**src/rtl/hcp_pkg.sv**
```systemverilog
package hcp_pkg;
  typedef enum logic {
    MODE_OFF   = 1'b0,
    MODE_SLAVE = 1'b1
  } hcp_mode_e;
endpackage

```
**src/rtl/hcp_sync.sv**
```systemverilog
module hcp_sync #(
  parameter int unsigned    WIDTH   = 1,
  parameter int unsigned    STAGES  = 2,
  parameter logic [WIDTH-1:0] RST_VAL = '0
) (
  input  logic             clk_i,
  input  logic             rst_ni,
  input  logic [WIDTH-1:0] d_i,
  output logic [WIDTH-1:0] q_o
);
  logic [WIDTH-1:0] st_q [STAGES];

  always_ff @(posedge clk_i or negedge rst_ni) begin
    if (!rst_ni) begin
      for (int i = 0; i < STAGES; i++) st_q[i] <= RST_VAL;
    end else begin
      st_q[0] <= d_i;
      for (int i = 1; i < STAGES; i++) st_q[i] <= st_q[i-1];
    end
  end

  assign q_o = st_q[STAGES-1];
endmodule

```
**src/rtl/hcp_fifo.sv**
```systemverilog
module hcp_fifo #(
  parameter int unsigned WIDTH = 32,
  parameter int unsigned DEPTH = 8,
  localparam int unsigned AW   = $clog2(DEPTH),
  localparam int unsigned CW   = AW + 1
) (
  input  logic             clk_i,
  input  logic             rst_ni,
  input  logic             wr_en_i,
  input  logic [WIDTH-1:0] wr_data_i,
  input  logic             rd_en_i,
  output logic [WIDTH-1:0] rd_data_o,
  output logic             empty_o,
  output logic             full_o,
  output logic [CW-1:0]    cnt_o
);
  logic [WIDTH-1:0] mem_q [DEPTH];
  logic [AW-1:0]    wr_ptr_q, rd_ptr_q;
  logic [CW-1:0]    cnt_q;

  always_ff @(posedge clk_i) begin
    if (wr_en_i) mem_q[wr_ptr_q] <= wr_data_i;
  end

  always_ff @(posedge clk_i or negedge rst_ni) begin
    if (!rst_ni) begin
      wr_ptr_q <= '0;
      rd_ptr_q <= '0;
      cnt_q    <= '0;
    end else begin
      if (wr_en_i) wr_ptr_q <= wr_ptr_q + 1'b1;
      if (rd_en_i) rd_ptr_q <= rd_ptr_q + 1'b1;
      case ({wr_en_i, rd_en_i})
        2'b10:   cnt_q <= cnt_q + 1'b1;
        2'b01:   cnt_q <= cnt_q - 1'b1;
        default: cnt_q <= cnt_q;
      endcase
    end
  end

  assign rd_data_o = mem_q[rd_ptr_q];
  assign empty_o   = (cnt_q == '0);
  assign full_o    = (cnt_q == CW'(DEPTH));
  assign cnt_o     = cnt_q;

  AST_NO_OVERFLOW: assert property (@(posedge clk_i) disable iff (!rst_ni)
    wr_en_i |-> !full_o);
  AST_NO_UNDERFLOW: assert property (@(posedge clk_i) disable iff (!rst_ni)
    rd_en_i |-> !empty_o);
  AST_CNT_BOUND: assert property (@(posedge clk_i) disable iff (!rst_ni)
    cnt_q <= CW'(DEPTH));
endmodule

```
**src/rtl/hcp_spi_engine.sv**
```systemverilog
module hcp_spi_engine #(
  parameter int unsigned WORD_W      = 32,
  parameter int unsigned SYNC_STAGES = 2,
  localparam int unsigned BC_W       = $clog2(WORD_W)
) (
  input  logic              clk_i,
  input  logic              rst_ni,
  input  logic              en_i,
  input  logic              sclk_i,
  input  logic              cs_ni,
  input  logic              mosi_i,
  input  logic [WORD_W-1:0] tx_head_i,
  input  logic              tx_empty_i,
  input  logic              rx_full_i,
  output logic              tx_pop_o,
  output logic              rx_push_o,
  output logic [WORD_W-1:0] rx_word_o,
  output logic              miso_o
);
  logic [2:0]        pins_s;
  logic              sclk_s, cs_s, mosi_s;
  logic              sclk_d_q, cs_d_q;
  logic [BC_W-1:0]   bit_cnt_q;
  logic [WORD_W-1:0] rx_sh_q, tx_sh_q;
  logic              reload_q, from_fifo_q;
  logic              active, rise, fall, cs_fall, last, word_start;

  hcp_sync #(.WIDTH(3), .STAGES(SYNC_STAGES), .RST_VAL(3'b010)) u_sync (
    .clk_i  (clk_i),
    .rst_ni (rst_ni),
    .d_i    ({sclk_i, cs_ni, mosi_i}),
    .q_o    (pins_s)
  );
  assign {sclk_s, cs_s, mosi_s} = pins_s;

  assign active     = en_i && !cs_s;
  assign rise       = active && sclk_s && !sclk_d_q;
  assign fall       = active && !sclk_s && sclk_d_q;
  assign cs_fall    = active && cs_d_q;
  assign last       = (bit_cnt_q == BC_W'(WORD_W - 1));
  assign word_start = cs_fall || (fall && reload_q);

  always_ff @(posedge clk_i or negedge rst_ni) begin
    if (!rst_ni) begin
      sclk_d_q    <= 1'b0;
      cs_d_q      <= 1'b1;
      bit_cnt_q   <= '0;
      rx_sh_q     <= '0;
      tx_sh_q     <= '1;
      reload_q    <= 1'b0;
      from_fifo_q <= 1'b0;
    end else begin
      sclk_d_q <= sclk_s;
      cs_d_q   <= cs_s;
      if (!active) begin
        bit_cnt_q   <= '0;
        reload_q    <= 1'b0;
        from_fifo_q <= 1'b0;
      end
      if (word_start) begin
        tx_sh_q     <= tx_empty_i ? '1 : tx_head_i;
        from_fifo_q <= !tx_empty_i;
        reload_q    <= 1'b0;
      end else if (fall) begin
        tx_sh_q <= {tx_sh_q[WORD_W-2:0], 1'b1};
      end
      if (rise) begin
        rx_sh_q   <= {rx_sh_q[WORD_W-2:0], mosi_s};
        bit_cnt_q <= bit_cnt_q + 1'b1;
        if (last) begin
          reload_q    <= 1'b1;
          from_fifo_q <= 1'b0;
        end
      end
    end
  end

  assign rx_word_o = {rx_sh_q[WORD_W-2:0], mosi_s};
  assign rx_push_o = rise && last && !rx_full_i;
  assign tx_pop_o  = rise && last && from_fifo_q;
  assign miso_o    = tx_sh_q[WORD_W-1];

  AST_BITCNT_IDLE: assert property (@(posedge clk_i) disable iff (!rst_ni)
    !active |=> (bit_cnt_q == '0));
  AST_PUSH_ONLY_ACTIVE: assert property (@(posedge clk_i) disable iff (!rst_ni)
    (rx_push_o || tx_pop_o) |-> (en_i && !cs_s));
endmodule

```
**src/rtl/host_ctl_port.sv**
```systemverilog
module host_ctl_port
  import hcp_pkg::*;
#(
  parameter int unsigned WORD_W      = 32,
  parameter int unsigned FIFO_DEPTH  = 8,
  parameter int unsigned BUSY_MARGIN = 2,
  parameter int unsigned SYNC_STAGES = 2,
  localparam int unsigned CW         = $clog2(FIFO_DEPTH) + 1
) (
  input  logic              clk_i,
  input  logic              rst_ni,
  input  logic              mode_i,
  input  logic              spi_sclk_i,
  input  logic              spi_cs_ni,
  input  logic              spi_mosi_i,
  output logic              spi_miso_o,
  output logic              spi_miso_oe_o,
  output logic              busy_o,
  output logic              irq_o,
  output logic [WORD_W-1:0] rx_data_o,
  output logic              rx_valid_o,
  input  logic              rx_ready_i,
  input  logic [WORD_W-1:0] tx_data_i,
  input  logic              tx_valid_i,
  output logic              tx_ready_o
);
  localparam logic [CW-1:0] BUSY_LVL = CW'(FIFO_DEPTH - BUSY_MARGIN);

  hcp_mode_e         mode_q;
  logic              armed_q, slave;
  logic              rx_push, rx_empty, rx_full, rx_pop;
  logic [WORD_W-1:0] rx_word;
  logic [CW-1:0]     rx_cnt, tx_cnt;
  logic              tx_pop, tx_empty, tx_full, tx_push;
  logic [WORD_W-1:0] tx_head;

  // strap captured once, on the first edge after reset release
  always_ff @(posedge clk_i or negedge rst_ni) begin
    if (!rst_ni) begin
      mode_q  <= MODE_OFF;
      armed_q <= 1'b0;
    end else if (!armed_q) begin
      mode_q  <= hcp_mode_e'(mode_i);
      armed_q <= 1'b1;
    end
  end
  assign slave = (mode_q == MODE_SLAVE);

  hcp_spi_engine #(.WORD_W(WORD_W), .SYNC_STAGES(SYNC_STAGES)) u_engine (
    .clk_i      (clk_i),
    .rst_ni     (rst_ni),
    .en_i       (slave),
    .sclk_i     (spi_sclk_i),
    .cs_ni      (spi_cs_ni),
    .mosi_i     (spi_mosi_i),
    .tx_head_i  (tx_head),
    .tx_empty_i (tx_empty),
    .rx_full_i  (rx_full),
    .tx_pop_o   (tx_pop),
    .rx_push_o  (rx_push),
    .rx_word_o  (rx_word),
    .miso_o     (spi_miso_o)
  );

  assign rx_pop = rx_ready_i && !rx_empty;

  hcp_fifo #(.WIDTH(WORD_W), .DEPTH(FIFO_DEPTH)) u_rx_fifo (
    .clk_i     (clk_i),
    .rst_ni    (rst_ni),
    .wr_en_i   (rx_push),
    .wr_data_i (rx_word),
    .rd_en_i   (rx_pop),
    .rd_data_o (rx_data_o),
    .empty_o   (rx_empty),
    .full_o    (rx_full),
    .cnt_o     (rx_cnt)
  );

  assign tx_push = tx_valid_i && !tx_full;

  hcp_fifo #(.WIDTH(WORD_W), .DEPTH(FIFO_DEPTH)) u_tx_fifo (
    .clk_i     (clk_i),
    .rst_ni    (rst_ni),
    .wr_en_i   (tx_push),
    .wr_data_i (tx_data_i),
    .rd_en_i   (tx_pop),
    .rd_data_o (tx_head),
    .empty_o   (tx_empty),
    .full_o    (tx_full),
    .cnt_o     (tx_cnt)
  );

  assign rx_valid_o    = !rx_empty;
  assign tx_ready_o    = !tx_full;
  assign busy_o        = !slave || (rx_cnt >= BUSY_LVL);
  assign irq_o         = slave && !tx_empty;
  assign spi_miso_oe_o = slave && !spi_cs_ni;

  AST_MODE_STABLE: assert property (@(posedge clk_i) disable iff (!rst_ni)
    armed_q |=> $stable(mode_q));
  AST_BUSY_WHEN_FULL: assert property (@(posedge clk_i) disable iff (!rst_ni)
    rx_full |-> busy_o);
  AST_IRQ_DROP_ON_POP: assert property (@(posedge clk_i) disable iff (!rst_ni)
    $fell(irq_o) |-> $past(tx_pop));
  AST_TX_CNT_IRQ: assert property (@(posedge clk_i) disable iff (!rst_ni)
    (slave && tx_cnt != '0) |-> irq_o);
  AST_DISABLED_QUIET: assert property (@(posedge clk_i) disable iff (!rst_ni)
    (armed_q && !slave) |-> (busy_o && !irq_o && !spi_miso_oe_o && !rx_push));
  AST_OE_CS: assert property (@(posedge clk_i) disable iff (!rst_ni)
    spi_cs_ni |-> !spi_miso_oe_o);
endmodule

```
**config.mk**
```make
export PLATFORM = sky130hd
export DESIGN_NAME = host_ctl_port
export DESIGN_NICKNAME = d
export VERILOG_FILES = /design/src/rtl/hcp_pkg.sv /design/src/rtl/hcp_sync.sv /design/src/rtl/hcp_fifo.sv /design/src/rtl/hcp_spi_engine.sv /design/src/rtl/host_ctl_port.sv
export SDC_FILE = /design/constraint.sdc
export NUM_CORES = 1
export LEC_CHECK = 0
export ABC_AREA = 0
export BUFFER_PORTS_ARGS = -buffer_cell sky130_fd_sc_hd__buf_2
export CAP_MARGIN = 25
export CORE_MARGIN = 2
export CORE_UTILIZATION = 40
export DETAILED_ROUTE_END_ITERATION = 12
export PLACE_DENSITY_LB_ADDON = 0.15
export SYNTH_ARGS = -nofsm -noshare
export SYNTH_HDL_FRONTEND = slang
export SYNTH_HIERARCHICAL = 1
export SYNTH_SLANG_ARGS = --single-unit
```
**constraint.sdc**
```tcl
create_clock -name clk_i -period 4.6 [get_ports clk_i]
set_clock_uncertainty 0.2 [all_clocks]
set_input_delay 0.46 -clock clk_i [delete_from_list [all_inputs] [get_ports clk_i]]
set_output_delay 0.46 -clock clk_i [all_outputs]
set_load 0.005 [all_outputs]
```
==> results_dict.tcl, run 1 <==
set metrics [dict create \
    status "complete, no violations" \
    synthArstFlopShare_pct 16.3 \
    fillCellCount 4871 \
    max_stage_delay_ps 830 \
    grt_max_degree 41 \
    synth-compound-area-share_pct 1.94 \
    cp.required_ps 3940 \
    die_w_um 249 \
    ios 78 \
    p_leak_nw 9.35 \
    layout_commonest_cell "edfxtp_1" \
    slew_violations 0 \
    synth_nets 1148 \
    cts_hold_buf 37 \
    cts_setup_buffers 0 \
    setup_violations 0 \
    route.detailed.drc 0 \
    critPathKind "register to primary output" \
    period_minus_slack_ps 3560 \
    mostFrequentLayoutCells "512 x edfxtp_1, 102 x mux2_2, 78 x mux4_2, 76 x buf_2, 68 x clkbuf_16" \
    synth-edff-count 512 \
    cts_tree "done" \
    finalNetCount 1306 \
    cts_buffer_depth 3 \
    die_h_um 249 \
    cts_sinks 612 \
    synth.avg_cell_area_um2 21.9 \
    cp_max_fo 34 \
    grt_overflow 0 \
    vias 11100 \
    worst_setup_path_end_kind "primary output" \
    portBuffers 77 \
    synth_adder_area_share_pct 0.625 \
    die_area_um2 62000 \
    start_kind "register" \
    yosys.area_share.simple_pct 2.65 \
    drive_gt1_share_pct 36.1 \
    ir_drop_v 0.000307 \
    wl_per_cell_um 23.1 \
    hpwl_um 26100 \
    core-area_um2 59100 \
    detail-route-antenna-nets 0 \
    hold_class "register to register" \
    ys_warn_count 6 \
    synth_area_um2 24000 \
    htree_levels 3 \
    hold_viol_final 0 \
    first_global_vias 11700 \
    crit_family "multiplexers" \
    syn2layout_area_growth_pct 16.1 \
    holdWs_ps 154 \
    antenna_cells 0 \
    rsz0062_at_grt "no" \
    grt_pass1_wl_um 73300 \
    clk_latency_ps 590 \
    fp-row-count 89 \
    min_period_over_period_pct 77.4 \
    max_freq_ghz 0.281 \
    antenna_found_initial 0 \
    slew_headroom_pct 30.8 \
    synth_xor_area_share_pct 0.730 \
    viasPerCell 5.31 \
    critical_path_buf_inv_count 2 \
    cp.arrival_ps 2900 \
    grt_util_all_layers_pct 15.7 \
    clkSlewWorstSetupHoldPaths_ps 60 \
    syn-instance-count 1096 \
    cts_buffers 67 \
    synth-seq-cells 612 \
    place_congestion 0.701 \
    clock-root-buffer "clkbuf_16" \
    crit_path_top_delay_cell "dfrtp_4" \
    cts_resized 0 \
    powerDensity_nw_per_um2 493 \
    ys.flop_type "edfxtp_1" \
    drt_first_pass_iters 5 \
    yosysSeqAreaShare_pct 74.6 \
    ys_types 43 \
    synthMuxAreaShare_pct 17.6 \
    worst_slew_pin_slew_ps 1040 \
    detail_route.iter0.violations 597 \
    maxCapViolations 0 \
    tns_ps 0 \
    worstPathCellList "buf_12, mux4_1, mux2_2, buf_2" \
    synth_top_family_by_area "multiplexers" \
    initial_core_util_pct 40.6 \
    routed_wl_um 48000 \
]
Yosys cell counts, types with 7 or more instances:
cell / instances / area share (%)
a21oi_1: 8 / 0.17
buf_2: 24 / 0.50
clkbuf_1: 20 / 0.31
dfrtp_1: 65 / 6.8
dfstp_2: 35 / 3.8
edfxtp_1: 512 / 64
ha_1: 12 / 0.63
mux2_2: 102 / 4.8
mux4_1: 50 / 5.5
mux4_2: 78 / 7.3
nand2_1: 14 / 0.22
nand2b_1: 8 / 0.21
nor2_1: 19 / 0.30
nor2b_1: 14 / 0.36
o221a_2: 31 / 1.5
or4_1: 31 / 0.97
xnor2_1: 7 / 0.26
xor2_1: 13 / 0.47
report_power, final:
group	total [mW]	leakage (nW)	switching, mW	internal, mW
Combinational	1.66	2.42	0.842	0.821
Sequential	7.01	5.91	0.387	6.62
Clock	5.08	1.02	2.09	2.99
state kept, by name, indices dropped and copies added, names as in the netlist:
| register | count |
|---|---|
| u_rx_fifo/cnt_o | 4 |
| u_engine/sclk_d_q | 1 |
| u_tx_fifo/mem_q | 256 |
| u_engine/u_sync/st_q | 3 |
| armed_q | 1 |
| u_tx_fifo/cnt_o | 4 |
| u_engine/rx_sh_q | 31 |
| u_tx_fifo/rd_ptr_q | 3 |
| u_tx_fifo/wr_ptr_q | 3 |
| u_engine/u_sync/q_o | 3 |
| u_engine/cs_d_q | 1 |
| u_engine/reload_q | 1 |
| u_engine/tx_sh_q | 32 |
| u_engine/from_fifo_q | 1 |
| u_rx_fifo/rd_ptr_q | 3 |
| u_rx_fifo/wr_ptr_q | 3 |
| mode_q | 1 |
| u_rx_fifo/mem_q | 256 |
| u_engine/bit_cnt_q | 5 |
stage by stage:
step / worst slack (ps) / std cells / power, mW / util [%] / area (um2)
floorplan: 80.5 / 1096 / 8.19 / - / 24000
global placement: 1510 / 1919 / 8.76 / 42.9 / 25400
detailed placement: 1460 / 1919 / 8.81 / 42.9 / 25400
CTS: 962 / 2079 / 14.0 / 47.1 / 27800
global route: 891 / 2081 / 14.3 / 47.2 / 27900
finish: 1040 / 2081 / 13.7 / 47.2 / 27900
final timing paths:
path / startpoint / end / slack [ps] / cells after the start
min in group asynchronous: rst_ni / u_rx_fifo/wr_ptr_q[0]$_DFFE_PN0P_ / 240 / 2
max in group asynchronous: rst_ni / u_tx_fifo/rd_ptr_q[0]$_DFFE_PN0P_ / 2930 / 3
setup reg to reg: u_engine/bit_cnt_q[0]$_DFFE_PN0P_ / u_rx_fifo/mem_q[5][4]$_DFFE_PP_ / 1510 / 8
setup / recovery: u_rx_fifo/rd_ptr_q[0]$_DFFE_PN0P_ / rx_data_o[14] / 1040 / 4
hold reg to reg: u_engine/u_sync/st_q[3]$_DFF_PN0_ / u_engine/u_sync/q_o[0]$_DFF_PN0_ / 150 / 0
hold / removal: u_engine/u_sync/st_q[3]$_DFF_PN0_ / u_engine/u_sync/q_o[0]$_DFF_PN0_ / 150 / 0
kinds of logic (layout without fill, tap and decap cells):
group | count (synthesis) | count (layout)
DFF | 612 | 612
muxes | 231 | 231
and+or+nand+nor | 106 | 106
buffers and inverters | 65 | 277
AOI/OAI and AO/OA | 49 | 49
xor gates and xnor gates | 20 | 20
adders and majority gates | 12 | 12
other | 1 | 1
per-layer routing:
layer | vias to the layer above | track usage [%] | part of all wire, %
met5 | - | 0 | 0
met4 | 0 | 4.27 | 1.7
met3 | 70 | 3.03 | 3.5
met2 | 181 | 27.1 | 51
met1 | 5883 | 20.4 | 44
li1 | 4920 | - | -
final cells by class:
cell class / instances / area [um2] / share of cell area, %
timing repair buffer: 148 / 1100 / 3.93
sequential: 612 / 17900 / 64.3
tap: 773 / 967 / 3.47
clock buffer: 100 / 1860 / 6.68
clock inverter: 23 / 224 / 0.803
multi-input combinational: 419 / 5790 / 20.7
inverter: 6 / 22.5 / 0.0808
No activity file was read; power rests on OpenSTA's default activity.
==> run 2: changes to the inputs <==
==> constraint.sdc (replaced) <==
create_clock -name clk_i -period 2.9 [get_ports clk_i]
set_clock_uncertainty 0.2 [all_clocks]
set_input_delay 0.29 -clock clk_i [delete_from_list [all_inputs] [get_ports clk_i]]
set_output_delay 0.29 -clock clk_i [all_outputs]
set_load 0.005 [all_outputs]
==> run 2 against run 1 <==
  * Count of clock-buffer cells in the layout shrank 8
  * Die area is the same
  * Wire length grew 1.6%
  * Critical path type unchanged
  * Largest power group unchanged
==> results_dict.tcl, run 2 (same netlist as run 1, synthesis figures left out) <==
set metrics [dict create \
    status "complete, no violations" \
    dpl.cell_count 1938 \
    htree_levels 3 \
    largestRegisters "u_rx_fifo/mem_q (256), u_tx_fifo/mem_q (256), u_engine/tx_sh_q (32)" \
    max_freq_ghz 0.354 \
    clock-root-buffer "clkbuf_16" \
    drt_first_pass_iters 4 \
    r2r_start "u_tx_fifo/cnt_o[3]$_DFFE_PN0P_" \
    power.total_mw 21.9 \
    viasPerCell 5.29 \
    cts_tree "done" \
    finalNetCount 1331 \
    cts_buffer_depth 3 \
    antenna_found_initial 3 \
    grt_pass1_wl_um 73700 \
    slew_headroom_pct 29.6 \
    setup_violations 0 \
    mostFrequentLayoutCells "512 x edfxtp_1, 101 x mux2_2, 79 x mux4_2, 76 x buf_2, 70 x clkbuf_16" \
    routed_wl_um 48700 \
    p_leak_nw 9.48 \
    drive_gt1_share_pct 37.2 \
    rsz0062_at_grt "yes" \
    worst_setup_path_end_kind "primary output" \
    r2r_end "u_tx_fifo/mem_q[7][8]$_DFFE_PP_" \
    reg2regPathDepth 5 \
    powerDensity_nw_per_um2 774 \
    portBuffers 77 \
    fillCellCount 4873 \
    stdcell_count 2100 \
    min_period_over_period_pct 97.4 \
    cts_sinks 612 \
    clkSlewWorstSetupHoldPaths_ps 60 \
    grt_util_all_layers_pct 15.7 \
    detail-route-antenna-nets 0 \
    maxCapViolations 0 \
    place_congestion 0.681 \
    layout_commonest_cell "edfxtp_1" \
    cts_buffers 66 \
    hold_viol_final 0 \
    grt_overflow 0 \
    cp.required_ps 2410 \
    holdWs_ps 101 \
    met1_length_um 21200 \
    initial_core_util_pct 40.6 \
    multi_input_area_um2 5820 \
    reg2reg_setup_slack_ps 150 \
    slew_violations 0 \
    first_global_vias 11900 \
    core-area_um2 59100 \
    final-seq-area_um2 17900 \
    detail_route.iter0.violations 685 \
    cp.arrival_ps 2340 \
    hold_class "input pin to async pin" \
    clk_latency_ps 590 \
    die_area_um2 62000 \
    cp_max_fo 6 \
    wl_per_cell_um 23.2 \
    die_w_um 249 \
    hpwl_um 25400 \
    fp-row-count 89 \
    ios 78 \
    worst_slew_pin_slew_ps 1050 \
    critPathKind "register to primary output" \
    period_minus_slack_ps 2830 \
    vias 11100 \
    grt_max_degree 52 \
    route.detailed.drc 0 \
    ir_drop_v 0.000453 \
    highest_layer "met5" \
    wl_met3_um 1670 \
    wl_met2_um 25000 \
    die_h_um 249 \
    syn2layout_area_growth_pct 17.6 \
    start_kind "register" \
]
run 2: changes by cell type in the layout (fill, tap and decap cells not counted), moves of 4 or more:
cell and delta:
buf_12 +15, buf_4 +5, clkinv_1 +5, nor3_2 -4, nor3_4 +4, clkbuf_1 -6
run 2: critical path, cell delays in order (launching register included):
cell and delay, ps:
dfrtp_4 470, buf_12 150, clkbuf_16 170, mux4_1 550, mux2_2 280, buf_2 120
run 2: report_power, final:
| group | total (mW) | internal [mW] | switching (mW) |
|---|---|---|---|
| clock | 7.67 | 4.45 | 3.22 |
| combinational | 3.23 | 1.57 | 1.67 |
| sequential | 11.0 | 10.5 | 0.455 |
| total | 21.9 | 16.5 | 5.34 |
run 2: layout make-up:
type | instances | area share (%)
diodes | 1 | 0.00886
clock buffers | 92 | 6.41
clock inverters | 23 | 0.523
inverters | 6 | 0.0797
multi-input cells | 419 | 20.6
flip-flops and latches | 612 | 63.5
well taps | 773 | 3.42
repair buffers | 174 | 5.44
run 2: routing by layer:
layer	GRT usage, %	up-vias
met5	0	-
met4	4.44	4
met3	2.94	68
met2	27.3	179
met1	20.4	5894
li1	-	4974
run 2: repair_timing:
| action | in CTS | in global routing |
|---|---|---|
| resized for setup | 0 | 10 |
| endpoints found under the hold margin | 309 | 0 |
| pin swaps | 0 | 1 |
| hold buffers | 38 | 0 |
| buffers inserted | 0 | 3 |
| cloned | 0 | 5 |
| setup endpoints to repair | 30 | 35 |
run 2: per-stage QoR:
stage | utilization (%) | TNS, ps | instance area, um2 | setup WS, ps
floorplan | - | -98120 | 24100 | -533
global placement | 43.5 | 0 | 25700 | 148
detailed placement | 43.5 | 0 | 25700 | 95.5
CTS | 47.5 | -1260 | 28100 | -92.5
global route | 47.8 | -39.2 | 28200 | -11.7
finish | 47.8 | 0 | 28200 | 74.2
run 2: worst max path at each step:
stage / startpoint / endpoint / slack, ps
after global placement: u_engine/bit_cnt_q[0]$_DFFE_PN0P_ / u_rx_fifo/cnt_o[2]$_DFFE_PN0P_ / 150
after CTS: u_rx_fifo/rd_ptr_q[0]$_DFFE_PN0P_ / rx_data_o[20] / -90
after detailed placement: u_tx_fifo/cnt_o[3]$_DFFE_PN0P_ / u_tx_fifo/mem_q[7][4]$_DFFE_PP_ / 100
after floorplan: u_engine/u_sync/q_o[1]$_DFF_PN1_ / u_rx_fifo/mem_q[7][0]$_DFFE_PP_ / -530
after global routing: u_rx_fifo/rd_ptr_q[0]$_DFFE_PN0P_ / rx_data_o[20] / -10
final: u_rx_fifo/rd_ptr_q[0]$_DFFE_PN0P_ / rx_data_o[18] / 70
